### src/rtl/aneg_guard_pkg.sv
package aneg_guard_pkg;
  typedef enum logic [1:0] {
    ST_WATCH     = 2'd0,
    ST_HOLD      = 2'd1,
    ST_WAIT_FALL = 2'd2
  } guard_state_e;
endpackage

### src/rtl/aneg_guard_check.sv
module aneg_guard_check #(
  parameter int          WORD_W     = 16,
  parameter int          STAT_BIT   = 12,
  parameter int          ACK_BIT    = 14,
  parameter int          NWAY_BIT   = 0,
  parameter logic [15:0] EARLY_CODE = 16'h0001
) (
  input  logic [WORD_W-1:0] lp_ability_i,
  input  logic [WORD_W-1:0] expansion_i,
  input  logic [WORD_W-1:0] hidden_stat_i,
  output logic              corrupt_o,
  output logic              early_pat_o
);
  logic stat_bad, ack_missing;

  assign stat_bad    = ~hidden_stat_i[STAT_BIT];
  assign ack_missing = expansion_i[NWAY_BIT] & ~lp_ability_i[ACK_BIT];
  assign corrupt_o   = stat_bad | ack_missing;
  assign early_pat_o = (lp_ability_i == EARLY_CODE[WORD_W-1:0]);
endmodule

### src/rtl/aneg_guard_retry.sv
module aneg_guard_retry #(
  parameter int MAX_RETRY = 6,
  localparam int CNT_W    = $clog2(MAX_RETRY + 1)
) (
  input  logic             clk_i,
  input  logic             rst_ni,
  input  logic             inc_i,
  input  logic             clr_i,
  input  logic             set_give_i,
  output logic [CNT_W-1:0] cnt_o,
  output logic             at_max_o,
  output logic             give_up_o
);
  localparam logic [CNT_W-1:0] CntMax = CNT_W'(MAX_RETRY);

  logic [CNT_W-1:0] cnt_q;
  logic             give_q;

  assign at_max_o  = (cnt_q == CntMax);
  assign cnt_o     = cnt_q;
  assign give_up_o = give_q;

  always_ff @(posedge clk_i or negedge rst_ni) begin
    if (!rst_ni) begin
      cnt_q <= '0;
    end else if (clr_i) begin
      cnt_q <= '0;
    end else if (inc_i && !at_max_o) begin
      cnt_q <= cnt_q + 1'b1;
    end
  end

  always_ff @(posedge clk_i or negedge rst_ni) begin
    if (!rst_ni)         give_q <= 1'b0;
    else if (set_give_i) give_q <= 1'b1;
  end
endmodule

### src/rtl/aneg_guard_fsm.sv
module aneg_guard_fsm
  import aneg_guard_pkg::*;
(
  input  logic clk_i,
  input  logic rst_ni,
  input  logic en_i,
  input  logic done_i,
  input  logic corrupt_i,
  input  logic early_pat_i,
  input  logic at_max_i,
  input  logic give_up_i,
  output logic restart_o,
  output logic early_o,
  output logic accept_o,
  output logic inc_o,
  output logic clr_o,
  output logic set_give_o
);
  guard_state_e state_q, state_d;
  logic restart_d, early_d, accept_d;
  logic restart_q, early_q, accept_q;

  always_comb begin
    state_d    = state_q;
    restart_d  = 1'b0;
    early_d    = 1'b0;
    accept_d   = accept_q;
    inc_o      = 1'b0;
    clr_o      = 1'b0;
    set_give_o = 1'b0;
    if (!en_i) begin
      // transparent: no checking, budget reset
      state_d  = ST_WATCH;
      clr_o    = 1'b1;
      accept_d = done_i;
    end else begin
      unique case (state_q)
        ST_WATCH: begin
          accept_d = 1'b0;
          if (done_i) begin
            if (!corrupt_i) begin
              accept_d = 1'b1;
              clr_o    = 1'b1;
              state_d  = ST_HOLD;
            end else if (give_up_i || at_max_i) begin
              set_give_o = 1'b1;
              state_d    = ST_HOLD;
            end else begin
              restart_d = 1'b1;
              early_d   = early_pat_i;
              inc_o     = 1'b1;
              state_d   = ST_WAIT_FALL;
            end
          end
        end
        ST_HOLD: begin
          if (!done_i) begin
            accept_d = 1'b0;
            state_d  = ST_WATCH;
          end
        end
        ST_WAIT_FALL: begin
          accept_d = 1'b0;
          if (!done_i) state_d = ST_WATCH;
        end
        default: state_d = ST_WATCH;
      endcase
    end
  end

  always_ff @(posedge clk_i or negedge rst_ni) begin
    if (!rst_ni) begin
      state_q   <= ST_WATCH;
      restart_q <= 1'b0;
      early_q   <= 1'b0;
      accept_q  <= 1'b0;
    end else begin
      state_q   <= state_d;
      restart_q <= restart_d;
      early_q   <= early_d;
      accept_q  <= accept_d;
    end
  end

  assign restart_o = restart_q;
  assign early_o   = early_q;
  assign accept_o  = accept_q;
endmodule

### src/rtl/aneg_guard.sv
module aneg_guard #(
  parameter int  WORD_W    = 16,
  parameter int  MAX_RETRY = 6,
  localparam int CNT_W     = $clog2(MAX_RETRY + 1)
) (
  input  logic              clk_i,
  input  logic              rst_ni,
  input  logic              an_enable_i,
  input  logic              an_done_i,
  input  logic [WORD_W-1:0] lp_ability_i,
  input  logic [WORD_W-1:0] expansion_i,
  input  logic [WORD_W-1:0] hidden_stat_i,
  output logic              restart_o,
  output logic              accept_o,
  output logic              early_o,
  output logic [CNT_W-1:0]  retry_cnt_o,
  output logic              give_up_o
);
  logic corrupt, early_pat, at_max, inc, clr, set_give;

  aneg_guard_check #(.WORD_W(WORD_W)) u_check (
    .lp_ability_i (lp_ability_i),
    .expansion_i  (expansion_i),
    .hidden_stat_i(hidden_stat_i),
    .corrupt_o    (corrupt),
    .early_pat_o  (early_pat)
  );

  aneg_guard_fsm u_fsm (
    .clk_i      (clk_i),
    .rst_ni     (rst_ni),
    .en_i       (an_enable_i),
    .done_i     (an_done_i),
    .corrupt_i  (corrupt),
    .early_pat_i(early_pat),
    .at_max_i   (at_max),
    .give_up_i  (give_up_o),
    .restart_o  (restart_o),
    .early_o    (early_o),
    .accept_o   (accept_o),
    .inc_o      (inc),
    .clr_o      (clr),
    .set_give_o (set_give)
  );

  aneg_guard_retry #(.MAX_RETRY(MAX_RETRY)) u_retry (
    .clk_i     (clk_i),
    .rst_ni    (rst_ni),
    .inc_i     (inc),
    .clr_i     (clr),
    .set_give_i(set_give),
    .cnt_o     (retry_cnt_o),
    .at_max_o  (at_max),
    .give_up_o (give_up_o)
  );
endmodule

### config.mk
export PLATFORM = sky130hd
export DESIGN_NAME = aneg_guard
export DESIGN_NICKNAME = d
export VERILOG_FILES = /design/src/rtl/aneg_guard_pkg.sv /design/src/rtl/aneg_guard_check.sv /design/src/rtl/aneg_guard_retry.sv /design/src/rtl/aneg_guard_fsm.sv /design/src/rtl/aneg_guard.sv
export SDC_FILE = /design/constraint.sdc
export NUM_CORES = 1
export LEC_CHECK = 0
export ABC_AREA = 1
export BUFFER_PORTS_ARGS = -buffer_cell sky130_fd_sc_hd__buf_2
export CORE_MARGIN = 1.5
export CORE_UTILIZATION = 30
export CTS_CLUSTER_DIAMETER = 100
export CTS_CLUSTER_SIZE = 14
export DETAILED_ROUTE_END_ITERATION = 16
export PLACE_DENSITY = 0.73
export SYNTH_ARGS = -nofsm -noshare
export SYNTH_HDL_FRONTEND = slang
export SYNTH_SLANG_ARGS = --single-unit
### constraint.sdc
create_clock -name clk_i -period 1.2 [get_ports clk_i]
set_input_delay 0.18 -clock clk_i [delete_from_list [all_inputs] [get_ports clk_i]]
set_output_delay 0.18 -clock clk_i [all_outputs]
set_load 0.005 [all_outputs]
# Word-level counts from Yosys, hierarchy flattened
# Index checks and enable logic that the tools add are counted.
# op_classes
addsub	1
n_mul	0
n_div	0
n_lt_le_gt_ge	0
n_eq_ne	8
n_shift	0
n_mux	30
bitwise	4
reduce_logical	8
# op_table
op	count
$mux 1	21
$eq 16x1->1 const B	1
$mux 2	5
$ne 3x3->1 const B	3
$mux 3	2
$ne 4x1->1 const B	1
$pmux 2 s2	1
$reduce_and 2->1	2
$add 3x1->3 const B	1
$eq 3x3->1 const B	1
$pmux 1 s3	1
$eq 2x1->1 const B	1
$eq 2x2->1 const B	1
$logic_not 2->1	1
$not 1->1	2
$reduce_bool 2->1	1
$reduce_or 2->1	1
$and 1x1->1	1
$logic_and 1x1->1	1
$logic_not 1->1	1
$logic_or 1x1->1	1
$or 1x1->1	1
# totals
regBits	9
latch_bits	0
ram_bits	0
mem_bits_ro	0
input_bits	52
out_inout_bits	7
n_memories	0

# Longest topological paths before layout
# Gate-level depths: netlist (run 1).
# depth
ltp_word	10
ltp_mapped	9
ltp_nobuf	9

# Cells and area by module
# From an unflattened synthesis (run 1), not the netlist that was laid out.
# hier_totals
cells_unflattened	102
hier_area_um2	659.4
# modules_own_cells
module	n_inst	cells_per_inst	area_per_inst_um2
aneg_guard_fsm	1	43	320.3
aneg_guard_retry	1	27	216.5
aneg_guard_check	1	32	122.6

# Worst setup path before layout (run 1)
# No wires, ideal clock.
# synth_path
kind	register -> register
from	reg u_retry.cnt_q[0], in the netlist u_retry.cnt_o[0]
to	reg u_retry.cnt_q[2], in the netlist u_retry.cnt_o[2]
arrival_ns	1.182
t_required_ns	1.135
setup_slack_ns	-0.047
path_stages_with_launch	8
synth_period_minus_slack_ns	1.247
cell_sequence	dfrtp_1 > inv_1 > ha_1 > a21oi_4 > nand2_1 > nor2_1 > nand3_1 > nand2_1
# synth_between
elab_chain_cells	9
# synth_lines
item	line	source
from (decl)	aneg_guard_retry.sv:16	logic [CNT_W-1:0] cnt_q;
from (signal assigned)	aneg_guard_retry.sv:29	cnt_q <= cnt_q + 1'b1;
$eq 3x3->1	aneg_guard_retry.sv:19	assign at_max_o = (cnt_q == CntMax);
$logic_or 1x1->1	aneg_guard_fsm.sv:45	end else if (give_up_i || at_max_i) begin
$mux 1	aneg_guard_fsm.sv:45	
$mux 1	aneg_guard_fsm.sv:41	if (!corrupt_i) begin
$mux 1	aneg_guard_fsm.sv:40	if (done_i) begin
$mux 1	aneg_guard_fsm.sv:37	unique case (state_q)
$mux 1	aneg_guard_fsm.sv:31	if (!en_i) begin
via inc	aneg_guard.sv:19	logic corrupt, early_pat, at_max, inc, clr, set_give;
$logic_and 1x1->1	aneg_guard_retry.sv:28	end else if (inc_i && !at_max_o) begin
$reduce_bool 2->1 (no source line)	-	
# The timed path passes the listed nets, and every way through them passes these cells. The select of a mux whose other input is x is not followed.
# A chain may end at the register's enable or synchronous reset.

# Worst setup path in the final report (run 1)
# layout_path
from	reg u_retry.cnt_q[0], in the netlist u_retry.cnt_o[0]
to	reg u_retry.cnt_q[0], in the netlist u_retry.cnt_o[0]
# The elaborated chain is that of the path after synthesis.

==> results of run 1 <==
## metrics by stage
stage	setup WS [ps]	utilization, %	power, uW	instance area [sq um]	hold WS [ps]
2_1_floorplan	4.39	-	381	569	-116
3_3_place_gp	-39.7	45.9	451	801	37.2
5_1_grt	-77.3	52.0	769	908	191
4_1_cts	-29.4	49.0	718	855	156
3_5_place_dp	-64.4	45.9	456	801	44.3
6_report	-26.1	52.0	723	908	155
## timing repair
action	CTS	global route
cloned	0	0
hold buffers	1	0
setup endpoints to repair	5	7
buffers inserted	1	1
hold endpoints to repair	9	0
resized for setup	4	12
pin swaps	2	4
## logic make-up (layout without fill, tap and decap cells)
group / count (synthesis) / after routing / synth area share (%)
AO/OA/AOI/OAI: 6 / 6 / 7.57
adder cells (fa/ha/maj): 4 / 4 / 8.91
flip-flops: 9 / 9 / 40.1
XOR/XNOR: 1 / 1 / 1.56
AND/OR/NAND/NOR: 41 / 41 / 33.6
buffers and inverters: 12 / 55 / 8.24
## registers in the layout, summed over array words and instances (netlist names)
register / flops
u_retry.give_up_o: 1
u_retry.cnt_o: 3
u_fsm.restart_o: 1
u_fsm.state_q: 2
u_fsm.accept_o: 1
u_fsm.early_o: 1
## worst register-to-register path: stages, from the launching register on
cell and delay, ps:
dfrtp_1 370, inv_2 60, ha_4 170, a21oi_4 160, nand2_2 110, nor2_4 160, nand2_1 70, nand2_1 70
## power by group through the flow
stage	Sequential [uW]	Combinational, uW	Clock [uW]
2_1_floorplan	322	59.2	0
3_3_place_gp	320	131	0
3_5_place_dp	320	136	0
4_1_cts	315	146	257
5_1_grt	315	181	272
6_report	315	159	248
## how the worst min path moves through the flow
stage	slack [ps]	start	cells after the start	end
after global routing	190	lp_ability_i[3]	4	u_fsm.early_o$_DFF_PN0_
final	150	lp_ability_i[3]	4	u_fsm.early_o$_DFF_PN0_
after floorplan	-120	rst_ni	0	u_fsm.accept_o$_DFFE_PN0P_
after CTS	160	lp_ability_i[3]	4	u_fsm.early_o$_DFF_PN0_
after global placement	40	rst_ni	1	u_fsm.accept_o$_DFFE_PN0P_
after detailed placement	40	rst_ni	1	u_retry.give_up_o$_DFFE_PN0P_
## layout by cell type, fill, tap and decap left out, types with 2 or more instances in the layout
cell / n
inv_1: 6
buf_2: 28
ha_4: 2
nor2_1: 8
nand4_1: 2
dfrtp_1: 9
buf_4: 9
ha_1: 2
o21ai_0: 2
inv_2: 4
nand3_2: 2
nand2_1: 16
clkbuf_4: 3
nand3_1: 7
## cell type report
cell class | instances | area, sq um | area share [%]
well taps | 25 | 31.3 | 3.44
clock buffers | 4 | 26.3 | 2.89
repair buffers | 39 | 229 | 25.2
flip-flops and latches | 9 | 225 | 24.8
multi-input cells | 52 | 348 | 38.3
inverters | 12 | 48.8 | 5.37
## layer usage
| layer | track usage, % | routed length, um |
|---|---|---|
| met1 | 18.0 | 543 |
| met3 | 2.35 | 100 |
| met2 | 21.1 | 632 |
| met5 | 0 | 0 |
| met4 | 12.0 | 40 |
## cells in the mapped netlist (all sizes together)
| master | number | share of area [%] |
|---|---|---|
| dfrtp | 9 | 40 |
| o21ai | 4 | 3.6 |
| a21oi | 1 | 2.9 |
| nand3b | 1 | 1.3 |
| xor2 | 1 | 1.6 |
| ha | 4 | 8.9 |
| inv | 11 | 7.3 |
| o22ai | 1 | 1.1 |
| nor2 | 9 | 6.0 |
| or2 | 1 | 1.1 |
| nand2 | 17 | 11 |
| nor3 | 1 | 0.89 |
| nand4 | 2 | 2.2 |
| nand3 | 10 | 11 |
| clkinv | 1 | 0.89 |
==> results by group, run 1 <==
CTS
  • CTS sink count: 9
  • CTS Buf Count: 3
  • Clock Tree Root: clkbuf_4
  • Clock tree from TritonCTS: yes
  • Skew-Pair Late Insertion Delay: 270 ps
  • Max clock buf depth: 2
  • H-tree depth: 1
  • Reg clk slew, reported paths: 60 ps

Pwr
  • Comb power frac: 22.1%
  • Sw frac: 28.1%
  • Sequential power share: 43.6%
  • Sw Pwr: 203 uW
  • VDD IR-drop max: 0.000409 V
  • Clock Power Share: 34.4%
  • Leakage: 0.000494 uW
  • Int Pwr: 520 uW
  • PD cells: 796 nW/um^2

Synth
  • Synth Register Bits: 9
  • Sequential fraction of the synthesis area: 40.1%
  • Syn_nets: 129
  • Syn Std Cell Area: 562 sq um
  • Syn Area/Cell: 7.70 sq um
  • Mapped Cells: 73
  • Synth cell types: 16
  • Syn. warnings: 0

Critical path
  • Crit-path slowest cell: dfrtp_1
  • Critical path startpoint: u_retry.cnt_o[0]$_DFFE_PN0P_
  • CP top delay family: simple AND/OR/NAND/NOR gates
  • Cell repeated most along the worst path: nand2_1
  • CP required: 1410 ps
  • R2R Path End: u_retry.cnt_o[0]$_DFFE_PN0P_
  • Crit-path max FO: 3
  • WP buf/inv: 1
  • Critical Path Source Type: register
  • Crit Reg-Reg Startpoint: u_retry.cnt_o[0]$_DFFE_PN0P_
  • Worst setup path class: register to register
  • CP Capture Type: register
  • Logic depth of the worst path, buffers included: 7
  • R2R setup slack: -30 ps
  • WP data arrival: 1430 ps
  • CP cell instances: inv_2 -> ha_4 -> a21oi_4 -> nand2_2 -> nor2_4 -> nand2_1 -> nand2_1
  • Critical path's largest stage delay: 370 ps
  • Worst Reg-to-Reg Cells: 7
  • Setup crit end: u_retry.cnt_o[0]$_DFFE_PN0P_

Die
  • # rows: 15
  • CORE AREA: 1750 sq um
  • # IOs: 59
  • Die area: 2140 sq um
  • Die X: 46.3 um
  • Die Y: 46.3 um
  • Initial Util: 32.2%

STA
  • Max Slew Vio Count: 0
  • F_max: 816 MHz
  • Final cycle utilization of the critical path: 102%
  • RSZ-0062 raised after global routing: yes
  • Final Worst Setup Slack: -26.1 ps
  • Final setup vio count: 2
  • Relative slew slack: 85.7%
  • Clock Skew: 0.827 ps
  • Setup TNS: -39.1 ps
  • Worst Max-Slew Pin Slew: 213 ps
  • Period minus WS final: 1230 ps
  • Final hold viol count: 0

Final layout
  • Fin cells: 141
  • Final-layout fill cell count: 169
  • Ant diodes: 0
  • Layout cells sized above 1: 49.1%
  • Final #Nets: 173
  • Area grow syn2layout: 61.7%

Route
  • DRC errors left: 0
  • TritonRoute pass-1 iters: 4
  • Antenna-violating nets left: 0
  • WL/cell: 9.34 um
  • Number of DRC markers in iteration 0: 9
  • Via count: 642
  • Via-to-Cell Ratio: 4.55
  • DRT Wirelength: 1320 um

Run
  • MaxCap Viol Count: 0

Global routing
  • Grt ovf: 0
  • GRT Resource Usage Total: 14.3%
  • First-pass GRT wire length: 2080 um
  • Initial antenna violation count: 0
  • Largest net degree at the start of global routing: 10
  • Number of global-route vias before repair: 531

Placed design
  • Post-DP HPWL: 1050 um
  • Port Buffer Count: 28
  • Post-Place Cells: 134
  • Placer congestion estimate: 0.736

Run status
  • Status: finished with violations
  • Failing checks: negative setup slack

Min path
  • Hold Path Class: primary input to register
No activity file was read; power rests on OpenSTA's default activity.
==> run 2: changes to the inputs <==
--- a/config.mk
+++ b/config.mk
@@ -5,14 +5,13 @@
 export SDC_FILE = /design/constraint.sdc
 export NUM_CORES = 1
 export LEC_CHECK = 0
-export ABC_AREA = 1
 export BUFFER_PORTS_ARGS = -buffer_cell sky130_fd_sc_hd__buf_2
 export CORE_MARGIN = 1.5
 export CORE_UTILIZATION = 30
 export CTS_CLUSTER_DIAMETER = 100
 export CTS_CLUSTER_SIZE = 14
 export DETAILED_ROUTE_END_ITERATION = 16
-export PLACE_DENSITY = 0.73
+export PLACE_DENSITY = 0.75
 export SYNTH_ARGS = -nofsm -noshare
 export SYNTH_HDL_FRONTEND = slang
 export SYNTH_SLANG_ARGS = --single-unit
==> results by group, run 2 <==
Critical path
  • WP data arrival: 1600 ps (+170 ps)
  • Crit-path max FO: 7 (+4)
  • R2R setup slack: -220 ps (-190 ps)
  • Worst setup path class: register to register
  • Worst Reg-to-Reg Cells: 5 (-2)
  • Crit Reg-Reg Startpoint: u_retry.cnt_o[1]$_DFFE_PN0P_
  • R2R Path End: u_retry.cnt_o[2]$_DFFE_PN0P_
  • CP required: 1380 ps (-30 ps)
  • Critical Path Source Type: register
  • CP Capture Type: register

Global routing
  • GRT Resource Usage Total: 13.5% (-0.81 points)
  • First-pass GRT wire length: 1960 um (-6.0%)
  • Grt ovf: 0 (unchanged)
  • Initial antenna violation count: 0 (unchanged)
  • Largest net degree at the start of global routing: 10 (unchanged)
  • Number of global-route vias before repair: 535 (+0.75%)

Final layout
  • Ant diodes: 0 (unchanged)
  • Most frequent cells in the layout: buf_2, buf_4, dfrtp_1
  • Layout cells sized above 1: 57.6% (+8.4 points)
  • Max reg flops: 3 (unchanged)
  • Fin cells: 124 (-12%)
  • Area grow syn2layout: 68.0%
  • Final #Nets: 156 (-9.8%)
  • Commonest non-fill, non-tap cell in the layout: buf_2

Route
  • Via-to-Cell Ratio: 4.58 (+0.60%)
  • Antenna-violating nets left: 0 (unchanged)
  • WL/cell: 10.1 um (+7.7%)
  • DRT Wirelength: 1250 um (-5.3%)
  • TritonRoute pass-1 iters: 4 (unchanged)
  • Number of DRC markers in iteration 0: 3 (-6)
  • DRC errors left: 0 (unchanged)
  • Via count: 568 (-12%)

Synth
  • Compound-Gate Fraction of Synth Area: 17.9% (+10 points)
  • Main synth FF type: dfrtp_1
  • Adder-cell share of the synthesized area: 9.28% (+0.37 points)
  • Syn Std Cell Area: 539 sq um (-4.0%)
  • Mapped Cells: 52 (-29%)
  • Syn. warnings: 0 (unchanged)
  • Largest cells by area after synthesis: dfrtp_1, ha_1, a211oi_4, nor2_1, nor4_1
  • Sequential fraction of the synthesis area: 41.8% (+1.7 points)
  • Xor and xnor area share after synthesis: 1.62% (+0.065 points)
  • Top cell types by occurrence after synthesis: dfrtp_1, nor2_1, ha_1, nand2_1
  • Syn Area/Cell: 10.4 sq um (+35%)
  • Post-synth top area share: 41.8% (+1.7 points)
  • Multiplexer share of the synthesized area: 2.09% (+2.1 points)
  • Synth cell types: 27 (+11)
  • Post-synthesis simple-gate area fraction: 25.3% (-8.3 points)
  • Main combinational cell family by area after synthesis: simple AND/OR/NAND/NOR gates
  • Asr flop ratio synth: 100% (unchanged)
  • Synth Register Bits: 9 (unchanged)
  • EDFF count, synth: 0 (unchanged)
  • Area leader, netlist: dfrtp_1
  • Syn_nets: 108 (-16%)
  • Most common cell in the synthesized netlist: dfrtp_1

CTS
  • Clock tree from TritonCTS: yes
  • CTS Buf Count: 3 (unchanged)
  • Reg clk slew, reported paths: 60 ps (about the same)
  • CTS sink count: 9 (unchanged)
  • H-tree depth: 1 (unchanged)
  • Clock Tree Root: clkbuf_4
  • Skew-Pair Late Insertion Delay: 260 ps (about the same)
  • Max clock buf depth: 2 (unchanged)

Placed design
  • Post-Place Cells: 114 (-15%)
  • DP Worst Slack: -263 ps (-199 ps)
  • Placer congestion estimate: 0.758 (+3.1%)
  • Port Buffer Count: 28 (unchanged)
  • Post-DP HPWL: 1010 um (-3.4%)

STA
  • Setup TNS: -1190 ps (-1150 ps)
  • Max Slew Vio Count: 0 (unchanged)
  • Final hold viol count: 0 (unchanged)
  • Relative slew slack: 77.3% (-8.5 points)
  • Period minus WS final: 1420 ps (+194 ps)
  • Final setup vio count: 8 (+6)
  • Final cycle utilization of the critical path: 118% (+16 points)
  • Worst Max-Slew Pin Slew: 340 ps (+127 ps)
  • RSZ-0062 raised after global routing: yes
  • Clock Skew: 1.96 ps (+1.14 ps)
  • F_max: 704 MHz (-14%)
  • Final Worst Setup Slack: -220 ps (-194 ps)

Min path
  • Hold EP: u_fsm.accept_o$_DFFE_PN0P_
  • Hold Path Class: primary input to register
  • Worst Min Path Start: an_done_i
  • Cells on Worst Hold Path: 2 (-2)

Die
  • Initial Util: 31.6% (-0.61 points)
  • Die area: 2060 sq um (-3.8%)
  • # rows: 15 (unchanged)
  • CORE AREA: 1710 sq um (-2.2%)
  • # IOs: 59 (unchanged)
  • Die X: 45.4 um (-1.9%)
  • Die Y: 45.4 um (-1.9%)

Run status
  • Failing checks: negative setup slack
  • Status: finished with violations

Pwr
  • Leakage: 0.000474 uW (-4.1%)
  • VDD IR-drop max: 0.000607 V (+48%)
  • Final Power: 821 uW (+14%)
  • PD cells: 907 nW/um^2 (+14%)

Run
  • MaxCap Viol Count: 0 (unchanged)
[run 2: cell types whose count changed after synthesis, moves of 2 or more]
cell	previous run	this run
nand2_1	17	4
inv_1	11	3
nor2_1	9	5
o21ai_0	4	0
a21o_1	0	2
a21oi_1	0	3
nor4_1	0	3
nand3_1	8	1
[run 2: layout make-up]
type | count | area, sq um
clock buffer | 4 | 26.3
fill | 164 | 802
inverter | 3 | 11.3
multi-input combinational | 40 | 343
sequential | 9 | 225
tap | 25 | 31.3
timing repair buffer | 43 | 269
[run 2: layer usage]
metal	part of all wire, %	GRT usage (%)	up-vias	wire (um)
met5	0	0	-	0
met4	0.48	7.06	0	6
met3	7.5	3.97	2	94
met2	51	23.1	27	639
met1	41	15.0	250	506
li1	-	-	289	-
[run 2: what timing repair did]
action	4_1_cts	5_1_grt
hold endpoints to repair	9	0
pin swaps	12	3
buffers inserted	3	4
hold buffers	1	0
setup endpoints to repair	8	10
gates resized for setup	9	2
[run 2: cells by family (layout without fill, tap and decap cells)]
group                      count (synthesis)  in the layout
buffers and inverters                      3             50
muxes                                      1              1
DFF                                        9              9
and+or+nand+nor                           22             22
xor gates and xnor gates                   1              1
AOI/OAI and AO/OA                         12             12
adders and majority gates                  4              4
[run 2: worst max-delay path by stage]
stage               slack [ps]                      endpoint                          from  cells after the start
floorplan                 -180  u_retry.cnt_o[2]$_DFFE_PN0P_  u_retry.cnt_o[0]$_DFFE_PN0P_                      6
global placement          -200  u_retry.cnt_o[2]$_DFFE_PN0P_  u_fsm.state_q[1]$_DFFE_PN0P_                      6
detailed placement        -260  u_retry.cnt_o[1]$_DFFE_PN0P_  u_fsm.state_q[1]$_DFFE_PN0P_                      6
CTS                       -220  u_retry.cnt_o[1]$_DFFE_PN0P_  u_retry.cnt_o[0]$_DFFE_PN0P_                      6
global route              -310  u_retry.cnt_o[1]$_DFFE_PN0P_  u_retry.cnt_o[0]$_DFFE_PN0P_                      6
finish                    -220  u_retry.cnt_o[2]$_DFFE_PN0P_  u_retry.cnt_o[1]$_DFFE_PN0P_                      5
[run 2: power breakdown]
part / switching, uW / leakage [uW] / internal, uW
combinational: 113 / 0.000336 / 151
sequential: 8.57 / 0.000122 / 319
clock: 101 / 0.0000150 / 128
[run 2: through the flow]
stage | hold WS [ps] | area [sq um] | util, %
floorplan | -116 | 548 | -
global placement | 40.8 | 787 | 46.1
detailed placement | 45.0 | 787 | 46.1
CTS | 207 | 881 | 51.6
global route | 221 | 906 | 53.0
finish | 226 | 906 | 53.0
[run 2: critical path, stage by stage (launching register included)]
cell and delay [ps]:
dfrtp_1 390, ha_2 180, a21o_1 190, a211oi_4 300
nand3b_1 110, a21oi_1 170
